$ cat src/rtl/rob_pkg.sv
package rob_pkg;

  // Ring arithmetic on slot numbers; b and the distance are below depth.
  function automatic int ring_add(int a, int b, int depth);
    int s;
    s = a + b;
    if (s >= depth) s = s - depth;
    return s;
  endfunction

  function automatic int ring_dist(int from, int to, int depth);
    return (to >= from) ? (to - from) : (to + depth - from);
  endfunction

endpackage

$ cat src/rtl/rob_ptrs.sv
module rob_ptrs import rob_pkg::*; #(
  parameter int DEPTH    = 40,
  parameter int MAX_UOPS = 3,
  parameter int RET_W    = 3,
  localparam int IDX_W   = $clog2(DEPTH),
  localparam int OCC_W   = $clog2(DEPTH + 1),
  localparam int UCNT_W  = $clog2(MAX_UOPS + 1),
  localparam int RCNT_W  = $clog2(RET_W + 1)
) (
  input  logic              clk,
  input  logic              rst,
  input  logic              alloc_fire,
  input  logic [UCNT_W-1:0] alloc_cnt,
  input  logic [RCNT_W-1:0] nret,
  input  logic              flush,
  input  logic [IDX_W-1:0]  flush_idx,
  output logic [IDX_W-1:0]  head,
  output logic [IDX_W-1:0]  tail,
  output logic [OCC_W-1:0]  count
);

  logic [IDX_W-1:0] head_nx;

  always_comb head_nx = IDX_W'(ring_add(int'(head), int'(nret), DEPTH));

  always_ff @(posedge clk) begin
    if (rst) begin
      head  <= '0;
      tail  <= '0;
      count <= '0;
    end else begin
      head <= head_nx;
      if (flush) begin
        // Keep everything up to and including the wrong-path branch.
        tail  <= IDX_W'(ring_add(int'(flush_idx), 1, DEPTH));
        count <= OCC_W'(ring_dist(int'(head_nx), int'(flush_idx), DEPTH) + 1);
      end else begin
        if (alloc_fire) tail <= IDX_W'(ring_add(int'(tail), int'(alloc_cnt), DEPTH));
        count <= OCC_W'(int'(count) - int'(nret) + (alloc_fire ? int'(alloc_cnt) : 0));
      end
    end
  end

endmodule

$ cat src/rtl/rob_store.sv
module rob_store import rob_pkg::*; #(
  parameter int DEPTH    = 40,
  parameter int REG_W    = 5,
  parameter int DATA_W   = 32,
  parameter int MAX_UOPS = 3,
  parameter int RET_W    = 3,
  localparam int IDX_W   = $clog2(DEPTH),
  localparam int UCNT_W  = $clog2(MAX_UOPS + 1)
) (
  input  logic                      clk,
  input  logic                      rst,
  input  logic                      alloc_fire,
  input  logic [IDX_W-1:0]          alloc_base,
  input  logic [UCNT_W-1:0]         alloc_cnt,
  input  logic [MAX_UOPS*REG_W-1:0] alloc_dest,
  input  logic                      cmp_we,
  input  logic [IDX_W-1:0]          cmp_idx,
  input  logic [DATA_W-1:0]         cmp_data,
  input  logic                      cmp_mark_last,
  input  logic [IDX_W-1:0]          head,
  output logic                      cmp_seen_done,
  output logic [RET_W-1:0]          win_done,
  output logic [RET_W-1:0]          win_last,
  output logic [RET_W*REG_W-1:0]    win_dest,
  output logic [RET_W*DATA_W-1:0]   win_data
);

  logic [DEPTH-1:0]  done_q;
  logic [DEPTH-1:0]  last_q;
  logic [REG_W-1:0]  dest_mem [DEPTH];
  logic [DATA_W-1:0] data_mem [DEPTH];

  logic [IDX_W-1:0]    wr_addr [MAX_UOPS];
  logic [MAX_UOPS-1:0] wr_en;

  always_comb begin
    for (int u = 0; u < MAX_UOPS; u++) begin
      wr_addr[u] = IDX_W'(ring_add(int'(alloc_base), u, DEPTH));
      wr_en[u]   = alloc_fire && (u < int'(alloc_cnt));
    end
  end

  // Status flags: reset, written by allocation and completion.
  always_ff @(posedge clk) begin
    if (rst) begin
      done_q <= '0;
      last_q <= '0;
    end else begin
      for (int u = 0; u < MAX_UOPS; u++) begin
        if (wr_en[u]) begin
          done_q[wr_addr[u]] <= 1'b0;
          last_q[wr_addr[u]] <= (u == int'(alloc_cnt) - 1);
        end
      end
      if (cmp_we) begin
        done_q[cmp_idx] <= 1'b1;
        if (cmp_mark_last) last_q[cmp_idx] <= 1'b1;
      end
    end
  end

  // Payload arrays: no reset, one write port each.
  always_ff @(posedge clk) begin
    for (int u = 0; u < MAX_UOPS; u++) begin
      if (wr_en[u]) dest_mem[wr_addr[u]] <= alloc_dest[u*REG_W +: REG_W];
    end
    if (cmp_we) data_mem[cmp_idx] <= cmp_data;
  end

  always_comb cmp_seen_done = (int'(cmp_idx) < DEPTH) ? done_q[cmp_idx] : 1'b1;

  for (genvar k = 0; k < RET_W; k++) begin : g_win
    logic [IDX_W-1:0] rd_addr;
    assign rd_addr                        = IDX_W'(ring_add(int'(head), k, DEPTH));
    assign win_done[k]                    = done_q[rd_addr];
    assign win_last[k]                    = last_q[rd_addr];
    assign win_dest[k*REG_W +: REG_W]     = dest_mem[rd_addr];
    assign win_data[k*DATA_W +: DATA_W]   = data_mem[rd_addr];
  end

endmodule

$ cat src/rtl/rob_retire_pick.sv
module rob_retire_pick #(
  parameter int DEPTH  = 40,
  parameter int RET_W  = 3,
  localparam int OCC_W  = $clog2(DEPTH + 1),
  localparam int RCNT_W = $clog2(RET_W + 1)
) (
  input  logic [OCC_W-1:0]  count,
  input  logic [RET_W-1:0]  win_done,
  input  logic [RET_W-1:0]  win_last,
  output logic [RCNT_W-1:0] nret
);

  logic open_run;

  // Walk the head window; commit up to the last closed instruction in an
  // unbroken run of finished slots.
  always_comb begin
    nret     = '0;
    open_run = 1'b1;
    for (int k = 0; k < RET_W; k++) begin
      if (open_run && (k < int'(count)) && win_done[k]) begin
        if (win_last[k]) nret = RCNT_W'(k + 1);
      end else begin
        open_run = 1'b0;
      end
    end
  end

endmodule

$ cat src/rtl/rob_inorder_retire.sv
module rob_inorder_retire import rob_pkg::*; #(
  parameter int DEPTH    = 40,
  parameter int RET_W    = 3,
  parameter int MAX_UOPS = 3,
  parameter int REG_W    = 5,
  parameter int DATA_W   = 32,
  localparam int IDX_W   = $clog2(DEPTH),
  localparam int OCC_W   = $clog2(DEPTH + 1),
  localparam int UCNT_W  = $clog2(MAX_UOPS + 1),
  localparam int RCNT_W  = $clog2(RET_W + 1)
) (
  input  logic                      clk,
  input  logic                      rst,
  input  logic                      alloc_valid,
  input  logic [UCNT_W-1:0]         alloc_cnt,
  input  logic [MAX_UOPS*REG_W-1:0] alloc_dest,
  output logic                      alloc_ready,
  output logic [IDX_W-1:0]          alloc_idx,
  input  logic                      cmp_valid,
  input  logic [IDX_W-1:0]          cmp_idx,
  input  logic [DATA_W-1:0]         cmp_data,
  input  logic                      cmp_mispred,
  output logic [RET_W-1:0]          ret_valid,
  output logic [RET_W*REG_W-1:0]    ret_dest,
  output logic [RET_W*DATA_W-1:0]   ret_data,
  output logic                      redirect_valid,
  output logic [IDX_W-1:0]          redirect_idx
);

  logic [IDX_W-1:0]        head, tail;
  logic [OCC_W-1:0]        count;
  logic [RCNT_W-1:0]       nret;
  logic                    cmp_ok, cmp_seen_done, flush, alloc_fire;
  logic [RET_W-1:0]        win_done, win_last;
  logic [RET_W*REG_W-1:0]  win_dest;
  logic [RET_W*DATA_W-1:0] win_data;

  always_comb begin
    cmp_ok = cmp_valid && (int'(cmp_idx) < DEPTH) && !cmp_seen_done &&
             (ring_dist(int'(head), int'(cmp_idx), DEPTH) < int'(count));
    flush       = cmp_ok && cmp_mispred;
    alloc_ready = ((DEPTH - int'(count)) >= int'(alloc_cnt)) && !flush;
    alloc_fire  = alloc_valid && alloc_ready && (alloc_cnt != '0) &&
                  (int'(alloc_cnt) <= MAX_UOPS);
    alloc_idx   = tail;
  end

  rob_ptrs #(.DEPTH(DEPTH), .MAX_UOPS(MAX_UOPS), .RET_W(RET_W)) u_ptrs (
    .clk(clk), .rst(rst), .alloc_fire(alloc_fire), .alloc_cnt(alloc_cnt),
    .nret(nret), .flush(flush), .flush_idx(cmp_idx),
    .head(head), .tail(tail), .count(count)
  );

  rob_store #(.DEPTH(DEPTH), .REG_W(REG_W), .DATA_W(DATA_W),
              .MAX_UOPS(MAX_UOPS), .RET_W(RET_W)) u_store (
    .clk(clk), .rst(rst), .alloc_fire(alloc_fire), .alloc_base(tail),
    .alloc_cnt(alloc_cnt), .alloc_dest(alloc_dest), .cmp_we(cmp_ok),
    .cmp_idx(cmp_idx), .cmp_data(cmp_data), .cmp_mark_last(cmp_mispred),
    .head(head), .cmp_seen_done(cmp_seen_done), .win_done(win_done),
    .win_last(win_last), .win_dest(win_dest), .win_data(win_data)
  );

  rob_retire_pick #(.DEPTH(DEPTH), .RET_W(RET_W)) u_pick (
    .count(count), .win_done(win_done), .win_last(win_last), .nret(nret)
  );

  always_ff @(posedge clk) begin
    if (rst) begin
      ret_valid      <= '0;
      ret_dest       <= '0;
      ret_data       <= '0;
      redirect_valid <= 1'b0;
      redirect_idx   <= '0;
    end else begin
      for (int k = 0; k < RET_W; k++) ret_valid[k] <= (k < int'(nret));
      ret_dest       <= win_dest;
      ret_data       <= win_data;
      redirect_valid <= flush;
      if (flush) redirect_idx <= cmp_idx;
    end
  end

endmodule

$ cat config.mk
export PLATFORM = sky130hd
export DESIGN_NAME = rob_inorder_retire
export DESIGN_NICKNAME = d
export VERILOG_FILES = /design/src/rtl/rob_pkg.sv /design/src/rtl/rob_ptrs.sv /design/src/rtl/rob_store.sv /design/src/rtl/rob_retire_pick.sv /design/src/rtl/rob_inorder_retire.sv
export SDC_FILE = /design/constraint.sdc
export NUM_CORES = 2
export LEC_CHECK = 0
export BUFFER_PORTS_ARGS = -buffer_cell sky130_fd_sc_hd__buf_2
export CELL_PAD_IN_SITES_DETAIL_PLACEMENT = 0
export CELL_PAD_IN_SITES_GLOBAL_PLACEMENT = 2
export CORE_UTILIZATION = 50
export DETAILED_ROUTE_END_ITERATION = 16
export HOLD_SLACK_MARGIN = 0.06
export PLACE_DENSITY_LB_ADDON = 0.25
export RECOVER_POWER = 50
export SYNTH_ARGS = -nofsm -noshare
export SYNTH_HDL_FRONTEND = slang
export SYNTH_SLANG_ARGS = --single-unit
$ cat constraint.sdc
create_clock -name clk -period 16.45 [get_ports clk]
set_clock_uncertainty 0.05 [all_clocks]
set_input_delay 0.8225 -clock clk [delete_from_list [all_inputs] [get_ports clk]]
set_output_delay 0.8225 -clock clk [all_outputs]
set_load 0.02 [all_outputs]
==> flow_metrics.py <==
metrics = {
    "critical_path": {
        "crit_arrival_ps": 13230,
        "reg2reg_depth": 10,
        "r2r_start": "u_ptrs.head[1]$_SDFF_PP0_",
        "cp_slowest_cell": "clkbuf_1",
        "crit_top_cell": "clkbuf_1",
        "regToRegSetupSlack_ps": 3850,
        "crit_buf_inv": 5,
        "critical_path_class": "reg -> reg",
        "crit_path_max_fanout": 56,
        "cp-end-kind": "flop",
        "crit_required_ps": 17080,
        "cp_cell_sequence": "inv_8 -> ha_1 -> clkbuf_1 -> clkbuf_1 -> nand3_1 -> clkbuf_1 -> a21oi_1 -> a221oi_1 -> o21ai_0 -> clkbuf_1",
        "critPathLaunchType": "flop",
        "crit_family": "buffers and inverters",
        "reg2reg_to": "ret_data[64]$_SDFF_PP0_",
        "cpPeakStageDelay_ps": 2510,
    },
    "clocking": {
        "cts_hold_buffers": 0,
        "cts_setup_buffers": 0,
        "cts_tree": "yes",
        "cts.sinks": 1699,
        "numCtsBuffers": 187,
        "post_cts_resized": 0,
        "cts_max_path_buffers": 3,
        "htree_levels": 4,
        "cts_root_buf": "clkbuf_16",
        "path_clk_slew_ps": 60,
        "clock_latency_ps": 850,
    },
    "final_layout": {
        "final_core_util_pct": 55.1,
        "fin_nets": 6380,
        "final_cells": 8983,
        "drive_above_1_share_pct": 29.4,
        "area_growth_pct": 9.49,
    },
    "synthesis": {
        "synth_most_common_cell": "edfxtp_1",
        "synth_cell_types": 92,
        "syn_avg_cell_area_um2": 15.5,
        "yosysTopAreaCell": "edfxtp_1",
        "synth_top_area_share_pct": 45.4,
        "ys_seq_area_share_pct": 49.9,
        "synth_edf_count": 1480,
        "synthCells": 6300,
        "synth_nets": 6436,
        "ys.flop_type": "edfxtp_1",
        "syn-cell-area_um2": 97900,
        "ys_async_sr_fraction_pct": 0,
        "synth_commonest_cells": "1,480 x edfxtp_1, 1,311 x mux4_2, 501 x nand2_1",
        "ys_top_cells_by_area": "edfxtp_1 45%, mux4_2 30%, dfxtp_1 4.5%",
        "synth-seq-cells": 1699,
        "yosys_warnings": 0,
    },
    "floorplanning": {
        "io_pins": 188,
        "die_x_um": 444,
        "start_util_pct": 50.3,
        "design.core.area_um2": 195000,
        "die_area_um2": 198000,
        "fp.dieH_um": 444,
        "rows": 162,
    },
    "global_routing": {
        "track_usage_pct": 34.9,
        "grt_first_pass_wirelength_mm": 486,
        "grt_pass1_vias": 64000,
        "antenna_found_initial": 25,
        "grt_max_degree": 150,
        "grt-ovfl-total": 0,
    },
    "job": {
        "cap_violations": 55,
    },
    "power_and_ir_drop": {
        "p_int_mw": 7.49,
        "ir_drop_mv": 0.118,
        "swShare_pct": 25.1,
        "p_comb_share_pct": 9.5,
        "power.net_switching_mw": 2.51,
        "p_leak_nw": 34.6,
        "p_total_mw": 10.0,
        "p_seq_share_pct": 48.0,
        "powerDensity_nw_per_um2": 93.4,
        "p_clk_share_pct": 42.5,
    },
    "sta": {
        "hold_violations": 0,
        "rsz0062_at_grt": "false",
        "slew_headroom_pct": -196,
        "period_minus_slack_ps": 12600,
        "setup_violations": 0,
        "holdWs_ps": 282,
        "post-route-period-util_pct": 76.6,
        "clock.fmax_ghz": 0.0794,
        "worstMarginPinSlew_ps": 4450,
        "fin_setup_tns_ps": 0,
        "slew_viol_final": 1804,
    },
    "min_path": {
        "hold_start": "rst",
        "hold-path-endpoint": "ret_data[33]$_SDFF_PP0_",
        "hp-class": "in -> reg",
        "min_delay_path_depth": 2,
    },
    "place": {
        "post-dp-hpwl_mm": 216,
        "routabilityCongestion": 0.939,
        "port_buffers": 187,
        "dp_cells": 8597,
    },
    "detailed_routing": {
        "routed_wl_mm": 347,
        "ant_nets": 0,
        "viasPerCell": 7.38,
        "drt-initial-drc-count": 9246,
        "firstDrtPassIters": 8,
        "via_count": 66300,
        "routedWlPerCell_um": 38.6,
        "drc_errors": 0,
    },
    "outcome": {
        "outcome": "finished with violations",
        "violations": "capacitance limit, slew limit",
    },
}
[placed cells by master (no fill, tap or decap), drive strengths merged, types with 130 or more instances in the layout]
master	netlist	routed
edfxtp	1480	1480
mux4	1311	1311
nand2	521	521
clkbuf	357	419
mux2i	343	343
a21oi	333	333
nor2	322	322
dfxtp	219	219
buf	239	168
a211oi	130	130
[worst reg2reg max path, cell delays in order, from the launching register on]
cell and delay (ps):
dfxtp_1 1580, inv_8 670, ha_1 610, clkbuf_1 2510
clkbuf_1 2530, nand3_1 1590, clkbuf_1 1570, a21oi_1 540
a221oi_1 90, o21ai_0 140, clkbuf_1 560
[registers in the layout (all words and copies together) (netlist names)]
signal	cells
redirect_idx	6
redirect_valid	1
ret_data	96
ret_dest	15
ret_valid	3
u_ptrs.count	6
u_ptrs.head	6
u_ptrs.tail	6
u_store.data_mem	1280
u_store.dest_mem	200
u_store.done_q	40
u_store.last_q	40
[stage by stage]
step / worst slack [ps] / instance area [µm²]
floorplan: 8790 / 97900
global placement: 7210 / 101000
detailed placement: 7090 / 101000
CTS: 6990 / 108000
global route: 3370 / 107000
finish: 3850 / 107000
[cell type report]
| class | count | area [µm²] |
|---|---|---|
| fill | 15300 | 87400 |
| multi-input combinational | 3945 | 46600 |
| tap | 2542 | 3180 |
| clock buffer | 236 | 5070 |
| timing repair buffer | 351 | 1960 |
| clock inverter | 117 | 1150 |
| inverter | 60 | 233 |
| sequential | 1699 | 48800 |
| antenna | 33 | 82.6 |
[power groups by stage]
stage | clock network [mW] | logic (mW) | registers (mW)
after floorplan | 0 | 0.558 | 4.88
after global placement | 0 | 0.928 | 4.88
after detailed placement | 0 | 0.932 | 4.88
after CTS | 4.30 | 0.935 | 4.79
after global routing | 4.46 | 0.999 | 4.80
final | 4.25 | 0.952 | 4.80
[kinds of logic (layout without fill, tap and decap cells)]
family          count (synthesis)  count (layout)  synth area share (%)
fa+ha+maj                      78              78                  1.04
mux                          1676            1676                  33.9
simple gates                 1229            1229                  5.63
flops                        1699            1699                  49.9
buf+inv                       656             764                  2.79
other cells                     0              33                     0
xor+xnor                       51              51                 0.464
compound gates                911             911                  6.25
[per-layer routing]
metal | global-route usage [%] | up-vias | routed length, µm
li1 | - | 26100 | -
met1 | 45.7 | 34600 | 124000
met2 | 53.9 | 4693 | 161000
met3 | 7.12 | 878 | 37500
met4 | 21.6 | 8 | 24100
met5 | 0 | - | 53
[worst max-delay path by stage]
stage,from,to,slack (ps),cells past startpoint
after floorplan,u_ptrs.head[1]$_SDFF_PP0_,u_ptrs.count[5]$_SDFF_PP0_,8790,33
final,u_ptrs.head[1]$_SDFF_PP0_,ret_data[64]$_SDFF_PP0_,3850,10
after CTS,u_ptrs.head[2]$_SDFF_PP0_,u_ptrs.count[5]$_SDFF_PP0_,6990,29
after detailed placement,u_ptrs.head[2]$_SDFF_PP0_,u_ptrs.count[5]$_SDFF_PP0_,7090,29
after global placement,u_ptrs.head[2]$_SDFF_PP0_,u_ptrs.count[5]$_SDFF_PP0_,7210,29
after global routing,u_ptrs.head[2]$_SDFF_PP0_,u_ptrs.count[5]$_SDFF_PP0_,3370,29
Power figures use the tool's default switching activity.
